`src/rtl/wm_pkg.sv`:
```
package wm_pkg;
  localparam int CHAR_W  = 8;
  localparam int WM_BIT  = 7;
  localparam int PAR_BIT = 6;
  localparam int DIG_W   = 4;

  typedef enum logic [1:0] {
    ST_IDLE,
    ST_RD_A,
    ST_RD_B,
    ST_WR_B
  } wm_state_e;

  function automatic logic odd_par(input logic [5:0] data);
    return ~^data;
  endfunction
endpackage

```
`src/rtl/wm_char_check.sv`:
```
module wm_char_check
  import wm_pkg::*;
(
  input  logic [CHAR_W-1:0] char_i,
  output logic [DIG_W-1:0]  digit_o,
  output logic              ok_o
);
  logic [1:0] bi;
  logic [4:0] qui;
  logic       code_ok;
  logic       par_ok;

  // recode into biquinary: bi selects 0 or 5, qui selects 0..4
  always_comb begin
    bi  = 2'b00;
    qui = 5'b00000;
    if (char_i[3:0] <= 4'd4) begin
      bi  = 2'b01;
      qui = 5'b00001 << char_i[3:0];
    end else if (char_i[3:0] <= 4'd9) begin
      bi  = 2'b10;
      qui = 5'b00001 << (char_i[3:0] - 4'd5);
    end
  end

  assign code_ok = ($countones(bi) == 1) && ($countones(qui) == 1);
  assign par_ok  = ^char_i[PAR_BIT:0];

  always_comb begin
    digit_o = bi[1] ? 4'd5 : 4'd0;
    for (int i = 0; i < 5; i++) begin
      if (qui[i]) digit_o = digit_o + 4'(i);
    end
  end

  assign ok_o = code_ok && par_ok;

  // decoded biquinary must round-trip to the stored digit
  always_comb begin
    if (code_ok) begin
      p_bq_roundtrip_r9: assert (digit_o == char_i[3:0]);
    end
  end
endmodule

```
`src/rtl/wm_dec_add.sv`:
```
module wm_dec_add
  import wm_pkg::*;
(
  input  logic [DIG_W-1:0] a_i,
  input  logic [DIG_W-1:0] b_i,
  input  logic             cin_i,
  output logic [DIG_W-1:0] sum_o,
  output logic             cout_o
);
  logic [DIG_W:0] raw;

  assign raw    = {1'b0, a_i} + {1'b0, b_i} + {4'd0, cin_i};
  assign cout_o = raw >= 5'd10;
  assign sum_o  = cout_o ? 4'(raw - 5'd10) : raw[DIG_W-1:0];
endmodule

```
`src/rtl/wm_field_adder.sv`:
```
module wm_field_adder
  import wm_pkg::*;
#(
  parameter int AW = 14
) (
  input  logic              clk_i,
  input  logic              rst_ni,
  input  logic              start_i,
  input  logic              chain_i,
  input  logic [AW-1:0]     a_addr_i,
  input  logic [AW-1:0]     b_addr_i,
  output logic [AW-1:0]     mem_addr_o,
  output logic              mem_we_o,
  output logic [CHAR_W-1:0] mem_wdata_o,
  input  logic [CHAR_W-1:0] mem_rdata_i,
  output logic              busy_o,
  output logic              done_o,
  output logic              err_o,
  output logic              ovf_o
);
  localparam logic [AW-1:0] ADDR_STEP = AW'(1);

  wm_state_e         state_q;
  logic [AW-1:0]     a_addr_q, b_addr_q;
  logic [CHAR_W-1:0] a_q, b_q;
  logic              carry_q, err_q, ovf_q, done_q;

  logic [DIG_W-1:0]  rd_digit;
  logic              rd_ok;
  logic [DIG_W-1:0]  sum_digit;
  logic              sum_cout;

  wm_char_check u_chk (
    .char_i  (mem_rdata_i),
    .digit_o (rd_digit),
    .ok_o    (rd_ok)
  );

  wm_dec_add u_add (
    .a_i    (a_q[DIG_W-1:0]),
    .b_i    (b_q[DIG_W-1:0]),
    .cin_i  (carry_q),
    .sum_o  (sum_digit),
    .cout_o (sum_cout)
  );

  always_ff @(posedge clk_i or negedge rst_ni) begin
    if (!rst_ni) begin
      state_q  <= ST_IDLE;
      a_addr_q <= '0;
      b_addr_q <= '0;
      a_q      <= '0;
      b_q      <= '0;
      carry_q  <= 1'b0;
      err_q    <= 1'b0;
      ovf_q    <= 1'b0;
      done_q   <= 1'b0;
    end else begin
      done_q <= 1'b0;
      unique case (state_q)
        ST_IDLE: begin
          if (start_i) begin
            if (!chain_i) begin
              a_addr_q <= a_addr_i;
              b_addr_q <= b_addr_i;
            end
            carry_q <= 1'b0;
            err_q   <= 1'b0;
            ovf_q   <= 1'b0;
            state_q <= ST_RD_A;
          end
        end
        ST_RD_A: begin
          a_q <= {mem_rdata_i[CHAR_W-1:DIG_W], rd_digit};
          if (!rd_ok) begin
            err_q   <= 1'b1;
            done_q  <= 1'b1;
            state_q <= ST_IDLE;
          end else begin
            state_q <= ST_RD_B;
          end
        end
        ST_RD_B: begin
          b_q <= {mem_rdata_i[CHAR_W-1:DIG_W], rd_digit};
          if (!rd_ok) begin
            err_q   <= 1'b1;
            done_q  <= 1'b1;
            state_q <= ST_IDLE;
          end else begin
            state_q <= ST_WR_B;
          end
        end
        ST_WR_B: begin
          carry_q  <= sum_cout;
          a_addr_q <= a_addr_q - ADDR_STEP;
          b_addr_q <= b_addr_q - ADDR_STEP;
          if (b_q[WM_BIT]) begin
            ovf_q   <= sum_cout;
            done_q  <= 1'b1;
            state_q <= ST_IDLE;
          end else begin
            state_q <= ST_RD_A;
          end
        end
        default: state_q <= ST_IDLE;
      endcase
    end
  end

  assign mem_addr_o  = (state_q == ST_RD_A) ? a_addr_q : b_addr_q;
  assign mem_we_o    = (state_q == ST_WR_B);
  assign mem_wdata_o = {b_q[WM_BIT], odd_par({b_q[5:4], sum_digit}), b_q[5:4], sum_digit};
  assign busy_o      = (state_q != ST_IDLE);
  assign done_o      = done_q;
  assign err_o       = err_q;
  assign ovf_o       = ovf_q;

  p_we_spaced_r3: assert property (@(posedge clk_i) disable iff (!rst_ni)
    mem_we_o |=> !mem_we_o);
  p_wdata_par_r2: assert property (@(posedge clk_i) disable iff (!rst_ni)
    mem_we_o |-> ^mem_wdata_o[PAR_BIT:0]);
  p_wdata_digit_r6: assert property (@(posedge clk_i) disable iff (!rst_ni)
    mem_we_o |-> (mem_wdata_o[3:0] <= 4'd9));
  p_done_pulse_r4: assert property (@(posedge clk_i) disable iff (!rst_ni)
    done_o |=> !done_o);
  p_done_idle_r4: assert property (@(posedge clk_i) disable iff (!rst_ni)
    done_o |-> !busy_o);
  p_err_nowrite_r8: assert property (@(posedge clk_i) disable iff (!rst_ni)
    $rose(err_o) |-> (!$past(mem_we_o) && done_o));
endmodule

```
`config.mk`:
```
export PLATFORM = sky130hd
export DESIGN_NAME = wm_field_adder
export DESIGN_NICKNAME = d
export VERILOG_FILES = /design/src/rtl/wm_pkg.sv /design/src/rtl/wm_char_check.sv /design/src/rtl/wm_dec_add.sv /design/src/rtl/wm_field_adder.sv
export SDC_FILE = /design/constraint.sdc
export NUM_CORES = 1
export LEC_CHECK = 0
export BUFFER_PORTS_ARGS = -buffer_cell sky130_fd_sc_hd__buf_2
export CAP_MARGIN = 40
export CORE_ASPECT_RATIO = 1.25
export CORE_MARGIN = 2
export CORE_UTILIZATION = 53
export CTS_BUF_LIST = sky130_fd_sc_hd__clkbuf_8
export CTS_CLUSTER_DIAMETER = 40
export DETAILED_ROUTE_END_ITERATION = 8
export HOLD_SLACK_MARGIN = 0.03
export PLACE_DENSITY = 0.78
export SLEW_MARGIN = 0
export SYNTH_ARGS = -nofsm -noshare
export SYNTH_HDL_FRONTEND = slang
export SYNTH_HIERARCHICAL = 1
export SYNTH_SLANG_ARGS = --single-unit
```
`constraint.sdc`:
```
create_clock -name clk_i -period 3.3 [get_ports clk_i]
set_clock_uncertainty 0.15 [all_clocks]
set_input_delay 0.66 -clock clk_i [delete_from_list [all_inputs] [get_ports clk_i]]
set_output_delay 0.66 -clock clk_i [all_outputs]
set_load 0.01 [all_outputs]
```
==> results by stage <==
Clocking:
- The H-tree was split into 2 levels.
- The number of buffers between clock root and the deepest sink is 2.
- In this run, CTS created clock tree buffers numbering 5.
- The clock tree from TritonCTS is built.
- The number of buffers inserted for hold repair after clock tree synthesis is 0.
- Counting every sink on the clock net gives 45.
- At the later pin of the worst-skew pair, clock insertion delay measures 0.30 ns.
- The clock-pin slew of the registers on the worst-case setup and hold paths is 0.09 ns.
- The cell sitting at the root of the clock tree is a clkbuf_8.

Yosys:
- By area the synthesized netlist is led by dfrtp_1 31%, ha_1 7.9%, mux2_2 6.2%.
- Sequential elements use between 30% and 40% of the synthesized area.
- The synthesized netlist net count is 479.
- The synthesized design spends more area on one cell type than any other, namely dfrtp_1.
- The post-synthesis instance area is 0.00365 sq mm.
- The count of flip-flops with a built-in enable after synthesis is 0.
- During synthesis, Yosys emitted a total of 6 warnings.
- The share of flip-flops with an asynchronous set or reset is between 90% and 100%.
- Counting distinct cell types in the post-synthesis netlist gives 68.
- Sorting the synthesized cells by how often they occur yields 45 x dfrtp_1, 40 x a21oi_1, 32 x inv_1.
- The cell with the most instances after synthesis is dfrtp_1.
- The number of storage elements in the synthesis netlist is 45.
- The top cell type's share of synthesized area is 30.8%.
- A synthesized cell averages 8.86 sq um.
- The gate count after technology mapping is slightly above 400.
- The most instantiated flip-flop cell in the synthesis netlist is dfrtp_1.

Drt:
- The vias per cell is slightly below 6.
- In this run the remaining antenna-violating nets after routing total 0.
- The final route contains 3,564 vias.
- The overall routed net length is 10,000 um.
- The post-detailed-route DRC marker count is 0.
- After detailed routing, the average wire length per cell comes to roughly 16 um.
- The detailed router finished its first iteration with just over 80 violations.
- The number of detailed-routing iterations run before antenna repair is 4.

Die:
- The die area is 0.00758 sq mm.
- The core area is about 0.0066 sq mm.
- The initialized floorplan defines 33 standard-cell rows.
- The height of the die is 96.8 um.
- Measured along the x axis, the die boundary spans approximately 78 um.
- The starting utilization of the core area is 55.3%.
- During I/O placement, the number of pins put on the boundary was 67.

Timing:
- The worst path uses 120% of the clock period.
- The worst path in the final design needs a cycle of 3.97 ns, including I/O delays and setup.
- Setup violations remaining at the end of the flow were counted as 8.
- The number of failing hold endpoints at the final stage is 0.
- Setup repair after global routing could not meet its margin everywhere.
- The number of pins exceeding their max-slew limit in the final report was 0.
- The worst setup margin is -0.672 ns.
- Timing would allow up to 252 MHz.
- At the pin with the least slew margin, the transition time is 0.812 ns.
- The worst pin sits at a relative slew slack of between 40 and 50%.

Critical path:
- For flop-to-flop paths, the worst setup slack is 0.10 ns.
- The delay of the slowest cell on the worst path is around 0.42 ns.
- The critical path arrival is between 3 and 4 ns.
- The critical path endpoint category is an output port.
- The family with the most delay on the worst path is adder cells.
- The critical path buffer and inverter count is 2.
- The worst setup path is launched from a flop.
- The depth of the worst register-to-register path is 14.
- The highest fanout seen on the critical path is 3.
- The beginning of the worst register-to-register path is carry_q$_DFFE_PN0P_.
- The worst register-to-register path ends at ovf_o$_DFFE_PN0P_.
- For the worst setup path, the data required time is approximately 2.5 ns.
- The kind of critical path is flop to output port.
- The cell type of the slowest stage on the worst timing path is fa_2.
- The critical path goes through inv_2 > fa_2 > fa_2 > xor2_2 > ha_2 > or3_4 > a211oi_2 > a211o_1 > xnor2_2 > xnor2_1 > xnor2_1 > buf_2.

Placement:
- Detailed placement finished with a half-perimeter wire length of 7230 um.
- Port buffering added 66 buffers.
- The count of placed standard cells including taps is 589.
- The placement-stage cell area is 0.00449 sq mm.
- Routability-driven placement finished with a final weighted congestion of 0.910.

Cells and area:
- The repair_antennas step left the layout with diodes totalling 0.
- The final design instance area without fill is 0.00491 sq mm.
- Leaving out filler cells and counting taps, the final layout contains 609.
- From synthesis to final layout, the design area changed by 34.4%.
- The fraction of layout instances using a drive strength above 1 is about two fifths.
- At the end of the flow, the number of nets in the layout was 588.

Global routing:
- The number of global-route vias before repair is 3,597.
- The number of antenna violations at the first check in global routing came to 0.
- The overall global routing resource usage is 26.1%.
- The largest net degree at the start of global routing is between 70 and 80.
- The first global-routing pass estimated approximately 16,000 um of wire.
- For this run the aggregate overflow at the end of global routing stands at 0.

Power:
- The power density over the cells is around 810 mW/mm^2.
- The leakage power figure is 2.22 nW.
- Power comes to approximately 0.004 W.
- The maximum VDD drop is around 0.00094 V.

Outcome:
- The flow ran to the end, but the final reports show violations.
- The checks that failed: negative setup slack.

Hold path:
- The worst hold path belongs to the class input pin to async pin.

Job:
- The number of max-capacitance violations reported is 0.
[layer usage]
layer | share of wire, % | GRT usage, % | vias up
met5 | 0 | 0 | -
met4 | 2.9 | 10.3 | 0
met3 | 3.8 | 2.52 | 21
met2 | 55 | 48.9 | 107
met1 | 38 | 30.0 | 1719
li1 | - | - | 1717
[logic make-up after synthesis]
logic type / synth area share [%]
AND/OR/NAND/NOR: 17.1
XOR/XNOR: 3.56
buffers and inverters: 6.37
adder cells (fa/ha/maj): 10.1
flip-flops: 30.8
multiplexers: 8.09
AO/OA/AOI/OAI: 23.9
[area by class of cell]
type                       count  area (sq um)
clock buffer                   6          82.6
clock inverter                 2          33.8
fill                         491          1700
inverter                      34           150
multi-input combinational    309          2570
sequential                    45          1130
tap                           87           109
timing repair buffer         126           838
[where the power goes]
part | internal, W | total, W | switching, W
sequential | 0.000793 | 0.00106 | 0.000272
clock | 0.000244 | 0.000433 | 0.000189
combinational | 0.00125 | 0.00250 | 0.00125
total | 0.00228 | 0.00399 | 0.00171
[placed cells by master, fill, tap and decap left out, drive strengths merged, types with 3 or more instances in the layout]
cell type and count:
a21oi 41, a2bb2oi 11, a31oi 4, a41o 3
and3 3, buf 126, clkbuf 6, dfrtp 45
fa 4, ha 23, inv 34, mux2 20
mux2i 7, nand2 26, nand2b 4, nand3 11
nand4b 3, nor2 25, nor2b 6, nor3 7
nor4 6, o211a 3, o21a 3, o21ai 22
o22a 4, o22ai 14, o41ai 3, or3 7
or4 6, xnor2 12
[sequential cells by signal, summed over array words and instances (netlist names)]
name      count
a_q           4
carry_q       1
a_addr_q     14
ovf_o         1
done_o        1
state_q       2
b_addr_q     14
err_o         1
b_q           7
[repair_timing]
action / CTS / global route
pin swaps: 22 / 20
endpoints found under the setup margin: 10 / 11
setup buffers: 11 / 5
gates resized for setup: 31 / 18
[worst max path at each step]
stage                     cells past startpoint                to                start  slack (ns)
after CTS                                    12    mem_wdata_o[6]  carry_q$_DFFE_PN0P_       -0.69
after floorplan                              15  done_o$_DFF_PN0_       mem_rdata_i[2]       -0.66
after detailed placement                     17  done_o$_DFF_PN0_       mem_rdata_i[2]       -0.99
after global placement                       17  done_o$_DFF_PN0_       mem_rdata_i[2]       -0.91
after global routing                         13    mem_wdata_o[6]  carry_q$_DFFE_PN0P_       -0.80
final                                        12    mem_wdata_o[6]  carry_q$_DFFE_PN0P_       -0.67
[metrics by stage]
step | TNS [ns] | worst slack (ns) | util, % | hold WS [ns]
2_1_floorplan | -2.77 | -0.664 | - | 0.214
3_3_place_gp | -4.49 | -0.906 | 67.7 | 0.340
3_5_place_dp | -4.98 | -0.988 | 68.0 | 0.347
4_1_cts | -3.63 | -0.688 | 73.0 | 0.124
5_1_grt | -4.45 | -0.796 | 74.3 | 0.133
6_report | -3.75 | -0.672 | 74.3 | 0.112
Note: power is estimated with default switching activity, not from simulation.
